==> config.mk <==
export PLATFORM = sky130hd
export DESIGN_NAME = aesimc_unit
export DESIGN_NICKNAME = d
export VERILOG_FILES = /design/src/rtl/aesimc_pkg.sv /design/src/rtl/aesimc_column.sv /design/src/rtl/aesimc_merge.sv /design/src/rtl/aesimc_unit.sv
export SDC_FILE = /design/constraint.sdc
export NUM_CORES = 1
export LEC_CHECK = 0
export CORE_AREA = 4 4 254 256
export CTS_CLUSTER_SIZE = 25
export DETAILED_ROUTE_END_ITERATION = 8
export DIE_AREA = 0 0 258 260
export DONT_BUFFER_PORTS = 1
export PLACE_DENSITY = 0.52
export RECOVER_POWER = 50
export REMOVE_ABC_BUFFERS = 1
export SYNTH_ARGS = -nofsm -noshare
export SYNTH_HDL_FRONTEND = slang
export SYNTH_HIERARCHICAL = 1
export SYNTH_SLANG_ARGS = --single-unit
==> constraint.sdc <==
create_clock -name clk -period 6.81 [get_ports clk]
set_clock_uncertainty 0.1 [all_clocks]
set_input_delay 1.362 -clock clk [delete_from_list [all_inputs] [get_ports clk]]
set_output_delay 1.362 -clock clk [all_outputs]
set_load 0.05 [all_outputs]
==> src/rtl/aesimc_pkg.sv <==
package aesimc_pkg;
  localparam int BLK_W  = 128;
  localparam int COL_W  = 32;
  localparam int N_COLS = BLK_W / COL_W;
  localparam int N_ROWS = COL_W / 8;
  localparam int RSVD_W = 4;
  localparam logic [RSVD_W-1:0] RSVD_LEGAL = '1;
  localparam logic [7:0] REDUCE_LO = 8'h1B;

  typedef logic [N_ROWS-1:0][7:0] col_t;

  // multiply by x modulo the AES field polynomial
  function automatic logic [7:0] gf_dbl(input logic [7:0] a);
    return {a[6:0], 1'b0} ^ (a[7] ? REDUCE_LO : 8'h00);
  endfunction

  // multiply by a 4-bit constant through a doubling chain
  function automatic logic [7:0] gf_mulk(input logic [7:0] a, input logic [3:0] k);
    logic [7:0] p1, p2, p4, p8, acc;
    p1  = a;
    p2  = gf_dbl(p1);
    p4  = gf_dbl(p2);
    p8  = gf_dbl(p4);
    acc = 8'h00;
    if (k[0]) acc = acc ^ p1;
    if (k[1]) acc = acc ^ p2;
    if (k[2]) acc = acc ^ p4;
    if (k[3]) acc = acc ^ p8;
    return acc;
  endfunction
endpackage

==> src/rtl/aesimc_column.sv <==
module aesimc_column
  import aesimc_pkg::*;
(
  input  col_t col_in,
  output col_t col_out
);
  localparam logic [3:0] K_E = 4'hE;
  localparam logic [3:0] K_B = 4'hB;
  localparam logic [3:0] K_D = 4'hD;
  localparam logic [3:0] K_9 = 4'h9;

  for (genvar r = 0; r < N_ROWS; r++) begin : g_row
    localparam int I0 = r;
    localparam int I1 = (r + 1) % N_ROWS;
    localparam int I2 = (r + 2) % N_ROWS;
    localparam int I3 = (r + 3) % N_ROWS;
    assign col_out[r] = gf_mulk(col_in[I0], K_E) ^ gf_mulk(col_in[I1], K_B)
                      ^ gf_mulk(col_in[I2], K_D) ^ gf_mulk(col_in[I3], K_9);
  end
endmodule

==> src/rtl/aesimc_merge.sv <==
module aesimc_merge
  import aesimc_pkg::*;
#(
  parameter int VLEN = 256
) (
  input  logic [BLK_W-1:0]  mixed,
  input  logic [VLEN-1:0]   old_dst,
  input  logic              ext_mode,
  input  logic [RSVD_W-1:0] rsvd,
  output logic [VLEN-1:0]   new_dst,
  output logic              fault
);
  localparam int UP_W = VLEN - BLK_W;

  assign fault = ext_mode && (rsvd != RSVD_LEGAL);

  if (UP_W > 0) begin : g_wide
    logic [UP_W-1:0] upper;
    assign upper   = ext_mode ? '0 : old_dst[VLEN-1:BLK_W];
    assign new_dst = fault ? old_dst : {upper, mixed};
  end else begin : g_narrow
    assign new_dst = fault ? old_dst : mixed;
  end
endmodule

==> src/rtl/aesimc_unit.sv <==
module aesimc_unit
  import aesimc_pkg::*;
#(
  parameter int VLEN = 256
) (
  input  logic              clk,
  input  logic              rst_n,
  input  logic              in_valid,
  output logic              in_ready,
  input  logic [127:0]      in_key,
  input  logic [VLEN-1:0]   in_old_dst,
  input  logic              in_ext_mode,
  input  logic [3:0]        in_rsvd,
  output logic              out_valid,
  input  logic              out_ready,
  output logic [VLEN-1:0]   out_dst,
  output logic              out_fault
);
  localparam int UP_W = VLEN - BLK_W;

  logic [BLK_W-1:0] mixed;
  logic [VLEN-1:0]  merged;
  logic             merged_fault;

  for (genvar c = 0; c < N_COLS; c++) begin : g_col
    col_t cin, cout;
    assign cin = in_key[c*COL_W +: COL_W];
    aesimc_column u_col (.col_in(cin), .col_out(cout));
    assign mixed[c*COL_W +: COL_W] = cout;
  end

  aesimc_merge #(.VLEN(VLEN)) u_merge (
    .mixed   (mixed),
    .old_dst (in_old_dst),
    .ext_mode(in_ext_mode),
    .rsvd    (in_rsvd),
    .new_dst (merged),
    .fault   (merged_fault)
  );

  assign in_ready = !out_valid || out_ready;

  always_ff @(posedge clk) begin
    if (!rst_n) begin
      out_valid <= 1'b0;
      out_dst   <= '0;
      out_fault <= 1'b0;
    end else if (in_ready) begin
      out_valid <= in_valid;
      if (in_valid) begin
        out_dst   <= merged;
        out_fault <= merged_fault;
      end
    end
  end

  p_accept_r6: assert property (@(posedge clk) disable iff (!rst_n)
    in_valid && in_ready |=> out_valid);

  p_hold_r7: assert property (@(posedge clk) disable iff (!rst_n)
    out_valid && !out_ready |=> out_valid && $stable(out_dst) && $stable(out_fault));

  p_fault_pass_r4: assert property (@(posedge clk) disable iff (!rst_n)
    in_valid && in_ready && in_ext_mode && (in_rsvd != 4'hF)
    |=> out_fault && (out_dst == $past(in_old_dst)));

  p_legacy_nofault_r5: assert property (@(posedge clk) disable iff (!rst_n)
    in_valid && in_ready && !in_ext_mode |=> !out_fault);

  if (UP_W > 0) begin : g_up_chk
    p_upper_keep_r2: assert property (@(posedge clk) disable iff (!rst_n)
      in_valid && in_ready && !in_ext_mode
      |=> out_dst[VLEN-1:BLK_W] == $past(in_old_dst[VLEN-1:BLK_W]));

    p_upper_zero_r3: assert property (@(posedge clk) disable iff (!rst_n)
      in_valid && in_ready && in_ext_mode && (in_rsvd == 4'hF)
      |=> out_dst[VLEN-1:BLK_W] == '0);
  end
endmodule

=== Word-level counts from Yosys, hierarchy flattened ===
Cells that the tools add are included.

* Eq/ne operators: 1
* Mux-type cells: 50
* Bitwise gates (word level): 208
* Reductions and logical operators: 4

{| class="wikitable"
|+ Operators by type and width
! cell !! number
|-
| $xor 8x8->8 || 199
|-
| $mux 256 || 1
|-
| $mux 5 || 48
|-
| $mux 128 || 1
|-
| $xor 8x5->8 || 9
|-
| $ne 4x4->1 const B || 1
|-
| $reduce_and 2->1 || 1
|-
| $logic_and 1x1->1 || 1
|-
| $logic_not 1->1 || 1
|-
| $logic_or 1x1->1 || 1
|}

* Flip-flop bits (word level): 258
* Output and inout port bits: 259
* Logic and storage cells: 266

=== Logic depth before layout (Yosys ltp) ===
Gate-level depths: netlist of the first run.

* Depth in word-level cells: 11
* Gate-level depth with buffers: 8

=== Cells and area by module ===
Netlist of the first run, hierarchy kept.

{| class="wikitable"
|+ Modules (own cells, without submodules)
! module !! times used !! cells each !! area an instance (sq um) !! seq. area each (sq um)
|-
| aesimc_unit || 1 || 1119 || 10237.3 || 5165.0
|-
| aesimc_column || 4 || 196 || 2247.2 || 0.0
|-
| aesimc_merge || 1 || 289 || 3390.8 || 0.0
|}

=== Worst setup path before layout of the first run ===
OpenSTA, ideal clock, no wires.

* Path type: input port to flip-flop
* Start point: input port in_key[23]
* End point: register out_dst[14]
* Arrival time: 3.142 ns
* Required time: 6.584 ns
* Slack: 3.442 ns
* Stages on the path: 8
* Path through: buf_6 > xnor3_2 > xor3_1 > xnor3_1 > xnor2_1 > mux2_2 > nand2_1 > mux2i_1

{| class="wikitable"
|+ RTL lines
! element !! line !! source
|-
| from (decl) || aesimc_unit.sv:10 || <nowiki>input logic [127:0] in_key,</nowiki>
|-
| to (signal assigned) || aesimc_unit.sv:51 || <nowiki>out_dst <= merged;</nowiki>
|-
| to (decl) || aesimc_unit.sv:16 || <nowiki>output logic [VLEN-1:0] out_dst,</nowiki>
|}

=== Worst setup path after layout of the first run ===
* Start point: input port out_ready
* End point: output port in_ready

* Word-level cells in the longest chain between the ends: 1

{| class="wikitable"
|+ Ends and longest elaborated chain
! element !! line !! source
|-
| from (decl) || aesimc_unit.sv:15 || <nowiki>input logic out_ready,</nowiki>
|-
| $logic_or 1x1->1 || aesimc_unit.sv:41 || <nowiki>assign in_ready = !out_valid || out_ready;</nowiki>
|-
| to (decl) || aesimc_unit.sv:9 || <nowiki>output logic in_ready,</nowiki>
|}

Every way passes these cells.

==> results of run 1 <==
report_power, final:
| part | leakage, nW | switching, mW | internal [mW] |
|---|---|---|---|
| Combinational | 7.65 | 1.26 | 1.91 |
| Clock | 0.517 | 0.677 | 1.04 |
| Sequential | 2.13 | 0.887 | 1.72 |
| Total | 10.3 | 2.82 | 4.66 |
cells in the final DEF, fill, tap and decap left out, types with 2 or more instances in the layout:
cell type	Yosys	final
and2_4	100	101
xnor2_4	4	4
dfxtp_1	258	258
mux2_2	19	19
bufinv_16	0	2
xor3_1	16	16
buf_12	12	3
xor2_1	140	140
xnor2_2	32	32
mux2_4	109	109
nand2_1	514	514
xnor3_1	108	109
xnor2_1	416	416
xor2_2	12	12
mux2i_1	257	257
and2_1	29	28
xnor3_2	8	7
inv_1	3	3
clkbuf_16	0	31
buf_4	6	3
diode_2	0	3
clkinv_2	0	2
clkbuf_8	0	12
clkbuf_1	58	7
per-layer routing:
metal	vias up	GRT usage
met2	470	0.322
met1	6664	0.212
met4	6	0.0479
met5	-	0
li1	6777	-
met3	87	0.0606
cell type report:
class / instances / area (µm²)
fill: 6255 / 39000
sequential: 258 / 5160
multi-input combinational: 1769 / 16200
tap: 846 / 1060
timing repair buffer: 6 / 82.6
inverter: 3 / 11.3
antenna: 3 / 7.51
clock inverter: 6 / 86.3
clock buffer: 50 / 967
flip-flops by register name, indices dropped and copies added (netlist names):
name       count
out_valid      1
out_dst      256
out_fault      1
worst reg2reg max path, delay by kind of cell, from the launching register on:
| family | cells | cell delay [ns] |
|---|---|---|
| and+or+nand+nor | 2 | 1.38 |
| buffers and inverters | 1 | 0.65 |
| DFF | 1 | 0.47 |
| muxes | 1 | 0.31 |
final timing paths:
check,endpoint,startpoint
max,in_ready,out_ready
min,out_dst[232],out_dst[232]
max reg2reg,out_dst[170],out_valid
min reg2reg,out_dst[232],out_dst[232]
logic make-up after synthesis:
| logic type | after synthesis | synth area share |
|---|---|---|
| AOI/OAI and AO/OA | 1 | 0.000332 |
| and+or+nand+nor | 647 | 0.134 |
| xor gates and xnor gates | 736 | 0.385 |
| muxes | 385 | 0.196 |
| buffers and inverters | 165 | 0.0573 |
| DFF | 258 | 0.228 |
==> results.ini, run 1 <==
[cts]
tritoncts = built
postCtsResizedCells = 0
cts_root_buf = clkbuf_16
postCtsSetupBuffers = 0
cts_num_sinks = 258
clk_pin_slew_ns = 0.06
numCtsBuffers = 31
insertion_delay_ns = 0.58
cts_hold_buf = 0
clk_path_buf_depth = 3
h-tree-depth = 1

[synthesis]
syn-cell-area_mm2 = 0.0226
synth-async-reset-ratio = 0
yosysTopAreaCellShare = 0.228
seq_area_frac_synth = 0.228
synthTopCellsByCount = nand2_1, xnor2_1, dfxtp_1, mux2i_1, xor2_1
ys.flop_type = dfxtp_1
synth.avg_cell_area_um2 = 10.3
ys_seq_elements = 258
synth_cells = 2192
yosysUniqueCellTypes = 27
yosysWarningCount = 6
ys_top_cells_by_area = dfxtp_1, xnor2_1, mux2i_1
synth_top_area_cell = dfxtp_1
synth_edf_count = 0
yosysMostFrequentCell = nand2_1

[power_and_ir_drop]
power_mw = 7.48
power_density_mw_per_mm2 = 318
leakagePower_nw = 10.3
vdd_drop_max_mv = 0.186

[routing]
ant_nets = 0
vias_per_cell = 4.76
first_iter_violations = 879
routed_wl_um = 65100
routed-via-count = 14000
drc_errors = 0
drt-pass1-iter-count = 5
highest_layer = met5
wl_met1_um = 25300
met3_length_um = 5720
wl_per_cell_um = 22.1
route.met2.wl_um = 32400

[setup_path]
critPathSlowestCell = nand2b_1
cp-end-kind = primary output
worstPathCellList = nand2b_1
crit_family = simple AND/OR/NAND/NOR gates
cp.depth = 1
max_stage_delay_ns = 0.45
ff2ff_path_depth = 4
cp_max_fo = 3
cp_num_buf_inv = 0
arrival_ns = 1.81
start_kind = input pin
worst-endpoint-required_ns = 5.35
crit_type = input pin to primary output
r2r_setup_slack_ns = 3.83

[timing]
timing.setup.tns_ns = 0
post-route-period-util = 0.481
max_freq_mhz = 305
tightest_slew_ns = 2.49
hold_viol = 0
rsz0062_at_grt = no
finalSetupViolations = 0
holdWs_ns = 0.599
slew_violations = 297
period_minus_slack_ns = 3.27
layout_setup_ws_ns = 3.54
slew_headroom = -0.658

[run_status]
status = finished with violations
violations = max-slew violations

[global_routing]
overflow = 0
antenna_found_initial = 6
grt_max_degree = 516
grt_pass1_wl_um = 94600
track_usage = 0.182
grt_pass1_vias = 14200

[place]
port_buffers = 0
dp.cells = 2882
pre_cts_slack_ns = 3.16
dp_hpwl_um = 49900
placement.cell_area_mm2 = 0.0225
routabilityCongestion = 0.862

[hold_path]
hold_depth = 2
hp-class = flop to flop

[cells_and_area]
fin_cells = 2941
drive_gt1_frac = 0.163
fin_nets = 2462
post-route-util = 0.377
fin_area_mm2 = 0.0235
synthToLayoutAreaGrowth_pct = 4.09

[floorplan]
start_util = 0.362
die_h_um = 260
dieArea_mm2 = 0.0671
fp-row-count = 92
die_w_um = 258
coreArea_mm2 = 0.0625
io_pins = 652

[job]
drv_cap = 0

Power figures use the tool's default switching activity.
==> run 2, diff against run 1 <==
Clock period 6.81 ns to 3.3 ns, I/O delays scaled along.
==> results.ini, run 2 (synthesized netlist as in run 1, its figures left out) <==
[timing]
slew_violations = 0  ; was 297
period_minus_slack_ns = 2.47
layout_setup_ws_ns = 0.834  ; was 3.54 ns
finalSetupViolations = 0  ; unchanged
hold_viol = 0  ; unchanged
post-route-period-util = 0.747
holdWs_ns = 0.181  ; was 0.599 ns
max_freq_mhz = 406
rsz0062_at_grt = no  ; unchanged
tightest_slew_ns = 1.14  ; was 2.49 ns
slew_headroom = 0.242  ; was -0.658

[floorplan]
dieArea_mm2 = 0.0671  ; unchanged
io_pins = 652  ; unchanged
die_w_um = 258  ; unchanged
coreArea_mm2 = 0.0625  ; unchanged
start_util = 0.362  ; unchanged
fp-row-count = 92  ; unchanged
die_h_um = 260  ; unchanged

[routing]
routed_wl_um = 67900  ; was 65100 µm
first_iter_violations = 929  ; was 879
drt-pass1-iter-count = 4  ; was 5
routed-via-count = 14200  ; was 14.0k
drc_errors = 0  ; unchanged
wl_per_cell_um = 22.8  ; was 22.1 µm
ant_nets = 0  ; unchanged
vias_per_cell = 4.79  ; was 4.76

[global_routing]
track_usage = 0.192  ; was 0.182
antenna_found_initial = 10  ; was 6
grt_max_degree = 516  ; unchanged
grt_pass1_vias = 14600  ; was 14.2k
overflow = 0  ; unchanged
grt_pass1_wl_um = 98600  ; was 94600 µm

[cells_and_area]
final_common_cell = nand2_1  ; unchanged
fin_nets = 2487  ; was 2462
fin_cells = 2971  ; was 2941
final_cell_mix = nand2_1, xnor2_1, dfxtp_1, mux2i_1, xor2_1  ; unchanged
regMostFlops = out_dst  ; unchanged
post-route-util = 0.381  ; was 0.377
drive_gt1_frac = 0.171  ; was 0.163
synthToLayoutAreaGrowth_pct = 5.39  ; was 4.09%
largest_reg_flops = 256  ; unchanged
top_regs = out_dst x256, out_fault x1, out_valid x1  ; unchanged
fill_cells = 6210  ; was 6255

[cts]
clk_path_buf_depth = 3  ; unchanged
cts_root_buf = clkbuf_16  ; unchanged
cts_num_sinks = 258  ; unchanged
cts_hold_buf = 0  ; unchanged
h-tree-depth = 2  ; was 1
postCtsResizedCells = 0  ; unchanged
numCtsBuffers = 34  ; was 31
insertion_delay_ns = 0.52  ; was 0.58 ns
tritoncts = built  ; unchanged
postCtsSetupBuffers = 0  ; unchanged
clk_pin_slew_ns = 0.06  ; about the same

[setup_path]
cp-end-kind = flop  ; was primary output
crit_start = out_valid  ; was out_ready
worst-endpoint-required_ns = 3.66  ; was 5.35 ns
start_kind = flop  ; was input pin
worstPathCellList = nand2b_1 > and2_4 > buf_12 > mux2i_1  ; was nand2b_1
arrival_ns = 2.83  ; was 1.81 ns
cp_max_fo = 61  ; was 3
critPathSlowestCell = and2_4  ; was nand2b_1
crit_type = flop to flop  ; was input pin to primary output
reg2reg_from = out_valid  ; unchanged
max_stage_delay_ns = 0.52  ; was 0.45 ns

[power_and_ir_drop]
power_density_mw_per_mm2 = 663  ; was 318 mW/mm²
power_mw = 15.8  ; was 7.48 mW
vdd_drop_max_mv = 0.299  ; was 0.186 mV
leakagePower_nw = 10.4  ; was 10.3 nW

[place]
pre_cts_slack_ns = 0.588  ; was 3.16 ns
port_buffers = 0  ; unchanged
routabilityCongestion = 0.910  ; was 0.862
dp.cells = 2904  ; was 2882
dp_hpwl_um = 52500  ; was 49900 µm

[run_status]
status = complete, no violations  ; was finished with violations

[hold_path]
hold_start = in_valid  ; was out_dst[232]
hp-class = input pin to flop  ; was flop to flop

[job]
drv_cap = 0  ; unchanged

run 2: cell count changes in the layout (fill, tap and decap cells not counted), sizes merged:
cell      before  now
buf            6   23
bufinv         2    4
clkbuf        50   52
clkinv         2    4
clkinvlp       1    4
diode          3    6
inv            4    5
run 2: through the flow:
stage          cell area (µm²)  setup TNS, ns
3_5_place_dp             22700              0
5_1_grt                  23800              0
3_3_place_gp             22700              0
2_1_floorplan            21300       -1754.47
4_1_cts                  23800              0
6_report                 23800              0
run 2: layout make-up:
class                   instances  area, µm²  area share
multi-input cells            1769      16200       0.678
flip-flops and latches        258       5160       0.217
well taps                     846       1060      0.0444
clock buffers                  47        930      0.0390
repair buffers                 28        292      0.0122
clock inverters                14        199     0.00835
diodes                          6       15.0    0.000630
inverters                       3       11.3    0.000472
run 2: report_power, final:
part	total [mW]	switching (mW)	internal, mW	leakage (nW)
Sequential	5.39	1.85	3.54	2.13
Clock	3.84	1.54	2.30	0.537
Combinational	6.57	2.62	3.95	7.76
Total	15.8	6.01	9.79	10.4
run 2: final timing paths:
path	to	slack [ns]	depth (start not counted)
setup / recovery	out_dst[127]	0.83	4
hold / removal	out_valid	0.18	2
setup reg to reg	out_dst[127]	0.83	4
hold reg to reg	out_dst[251]	0.60	2
run 2: per-layer routing:
layer / part of all wire / global-route usage / vias up
met5: 0.00090 / 0 / -
met4: 0.028 / 0.0598 / 8
met3: 0.092 / 0.0713 / 104
met2: 0.49 / 0.331 / 507
met1: 0.39 / 0.221 / 6786
li1: - / - / 6825
run 2: critical path, delay by kind of cell (launching register included):
kind / cells / cell delay (ns)
AND/OR/NAND/NOR: 2 / 1.03
flip-flops: 1 / 0.48
buffers and inverters: 1 / 0.41
multiplexers: 1 / 0.26
==> run 3, diff against run 2 <==
Settings changed: ABC_AREA set to 1, CORE_AREA 4 4 254 256 to 4 4 252 254, DIE_AREA 0 0 258 260 to 0 0 256 258, PLACE_DENSITY 0.52 to 0.66.
Clock period 3.3 ns to 2.3 ns, I/O delays scaled along.
==> results.ini, run 3 <==
[run_status]
status = finished with violations  ; was complete, no violations
violations = max-slew violations, negative setup slack

[floorplan]
die_w_um = 256  ; was 258 µm
coreArea_mm2 = 0.0613  ; was 0.0625 mm²
start_util = 0.495  ; was 0.362
fp-row-count = 91  ; was 92
dieArea_mm2 = 0.0660  ; was 0.0671 mm²
die_h_um = 258  ; was 260 µm
io_pins = 652  ; unchanged

[cells_and_area]
regMostFlops = out_dst  ; unchanged
fin_cells = 6263  ; was 2971
final_common_cell = nand2_1  ; unchanged
fin_nets = 5846  ; was 2487
fin_area_mm2 = 0.0329  ; was 0.0238 mm²
top_regs = out_dst x256, out_fault x1, out_valid x1  ; unchanged
synthToLayoutAreaGrowth_pct = 8.55  ; was 5.39%
drive_gt1_frac = 0.0764  ; was 0.171
largest_reg_flops = 256  ; unchanged
n_antenna_cell = 0  ; was 6
final_cell_mix = nand2_1, inv_1, nand3_1, nor2_1, xor2_1  ; was nand2_1, xnor2_1, dfxtp_1, mux2i_1, xor2_1

[routing]
drc_errors = 0  ; unchanged
routed_wl_um = 112000  ; was 67900 µm
wl_met1_um = 44800  ; was 26200 µm
ant_nets = 0  ; unchanged
drt-pass1-iter-count = 8  ; was 4
first_iter_violations = 2730  ; was 929
wl_per_cell_um = 17.9  ; was 22.8 µm
routed-via-count = 32700  ; was 14.2k
met3_length_um = 8570  ; was 6260 µm
vias_per_cell = 5.22  ; was 4.79
route.met2.wl_um = 53700  ; was 33400 µm
highest_layer = met5  ; unchanged

[place]
dp.cells = 6144  ; was 2904
placement.cell_area_mm2 = 0.0311  ; was 0.0227 mm²
routabilityCongestion = 0.988  ; was 0.910
dp_hpwl_um = 87000  ; was 52500 µm
port_buffers = 0  ; unchanged

[setup_path]
arrival_ns = 3.03  ; was 2.83 ns
max_stage_delay_ns = 1.31  ; was 0.52 ns
worst-endpoint-required_ns = 2.74  ; was 3.66 ns
reg2reg_to = out_dst[10]  ; was out_dst[127]
cp-end-kind = flop  ; unchanged
ff2ff_path_depth = 7  ; was 4
start_kind = input pin  ; was flop
reg2reg_from = out_valid  ; unchanged
critPathSlowestCell = dlygate4sd3_1  ; was and2_4
r2r_setup_slack_ns = 0.15  ; was 0.83 ns
worstPathCellList = dlygate4sd3_1 > nand3_1 > nand2_1 > nor2_1  ; was nand2b_1 > and2_4 > buf_12 > mux2i_1
crit_type = input pin to flop  ; was flop to flop
cp_max_fo = 444  ; was 61

[job]
drv_cap = 0  ; unchanged

[hold_path]
holdPathEnd = out_dst[146]  ; was out_valid
hold_start = in_old_dst[146]  ; was in_valid
hold_depth = 6  ; was 2
hp-class = input pin to flop  ; unchanged

[power_and_ir_drop]
vdd_drop_max_mv = 0.498  ; was 0.299 mV
power_density_mw_per_mm2 = 628  ; was 663 mW/mm²
leakagePower_nw = 19.1  ; was 10.4 nW

[cts]
cts_num_sinks = 258  ; unchanged
h-tree-depth = 1  ; was 2
insertion_delay_ns = 0.60  ; was 0.52 ns
clk_path_buf_depth = 3  ; unchanged
numCtsBuffers = 31  ; was 34
cts_root_buf = clkbuf_16  ; unchanged
clk_pin_slew_ns = 0.07  ; was 0.06 ns
tritoncts = built  ; unchanged

[synthesis]
ys_top_cells_by_area = nand2_1, dfxtp_1, nand3_1  ; was dfxtp_1, xnor2_1, mux2i_1
yosysTopAreaCellShare = 0.265  ; was 0.228
seq_area_frac_synth = 0.170  ; was 0.228
yosysWarningCount = 6  ; unchanged
synthTopCellsByCount = nand2_1, inv_1, nand3_1, nor2_1, xor2_1  ; was nand2_1, xnor2_1, dfxtp_1, mux2i_1, xor2_1
synth_top_area_cell = nand2_1  ; was dfxtp_1
synth-async-reset-ratio = 0  ; unchanged
synth_edf_count = 0  ; unchanged
ys_seq_elements = 258  ; unchanged
yosysUniqueCellTypes = 30  ; was 27
synth.avg_cell_area_um2 = 5.56  ; was 10.3 µm²
syn-cell-area_mm2 = 0.0303  ; was 0.0226 mm²
yosysMostFrequentCell = nand2_1  ; unchanged
ys.flop_type = dfxtp_1  ; unchanged
synth_cells = 5447  ; was 2192

[global_routing]
grt_max_degree = 445  ; was 516
grt_pass1_wl_um = 170000  ; was 98600 µm
antenna_found_initial = 1  ; was 10
grt_pass1_vias = 29400  ; was 14.6k
track_usage = 0.320  ; was 0.192
overflow = 0  ; unchanged

[timing]
max_freq_mhz = 386
tightest_slew_ns = 1.92  ; was 1.14 ns
post-route-period-util = 1.13
timing.setup.tns_ns = -1.91  ; was 0 ns
finalSetupViolations = 7  ; was 0
period_minus_slack_ns = 2.59
hold_viol = 0  ; unchanged
holdWs_ns = 0.0538  ; was 0.181 ns
slew_violations = 183  ; was 0
layout_setup_ws_ns = -0.288  ; was 0.834 ns
slew_headroom = -0.278  ; was 0.242

==> run 3: changes by cell type after synthesis, sizes merged, moves of 129 or more <==
cell	delta
a21oi	+257
nand2	+1706
xor2	+204
and2	-129
nor2	+418
mux2i	-257
nand3	+661
xnor2	-232
buf	+152
inv	+724
==> run 3: cell type report <==
cell class / instances / area (µm²)
Timing Repair Buffer: 244 / 2210
Clock inverter: 15 / 196
Sequential cell: 258 / 5160
Fill cell: 6589 / 28400
Multi-Input combinational cell: 4191 / 20700
Inverter: 727 / 2750
Clock buffer: 38 / 842
Tap cell: 790 / 988
==> run 3: worst max-delay path by stage <==
stage	startpoint	endpoint	slack, ns	cells after the start
6_report	in_valid	out_dst[168]	-0.29	4
3_3_place_gp	in_key[39]	out_dst[32]	0.02	12
5_1_grt	in_key[119]	out_dst[100]	-0.002	20
4_1_cts	in_key[15]	out_dst[12]	0.13	20
2_1_floorplan	out_valid	out_dst[0]	-3.31	4
3_5_place_dp	in_key[39]	out_dst[32]	0.02	12
==> run 3: worst max-delay path, delay by kind of cell <==
| family | cells | cell delay, ns |
|---|---|---|
| simple gates | 3 | 0.34 |
| buf+inv | 1 | 1.31 |
==> run 3: cell families after synthesis <==
group / Yosys count / synth area share
simple gates: 3356 / 0.458
buf+inv: 998 / 0.149
flops: 258 / 0.170
xor+xnor: 576 / 0.180
compound gates: 259 / 0.0430
==> run 3: report_power, final <==
| group | switching [mW] | total, mW | internal [mW] |
|---|---|---|---|
| sequential | 1.82 | 6.70 | 4.89 |
| combinational | 5.29 | 8.79 | 3.49 |
| clock | 2.15 | 5.18 | 3.02 |
==> run 3: per-stage QoR <==
stage	setup WS (ns)	util	power [mW]
6_report	-0.288	0.537	20.7
4_1_cts	0.129	0.537	20.7
2_1_floorplan	-3.31	-	13.0
3_3_place_gp	0.0169	0.508	15.2
5_1_grt	-0.00232	0.537	22.1
3_5_place_dp	0.0187	0.508	15.2
==> run 3: routing by layer <==
metal	vias to the layer above	track usage
li1	16500	-
met1	14700	0.381
met2	1234	0.568
met3	220	0.0637
met4	2	0.126
met5	-	0
==> run 3: timing repair <==
action,4_1_cts,5_1_grt
endpoints found under the hold margin,172,1
buffers inserted,0,1
endpoints found under the setup margin,0,14
gates resized for setup,0,25
hold buffers,64,1
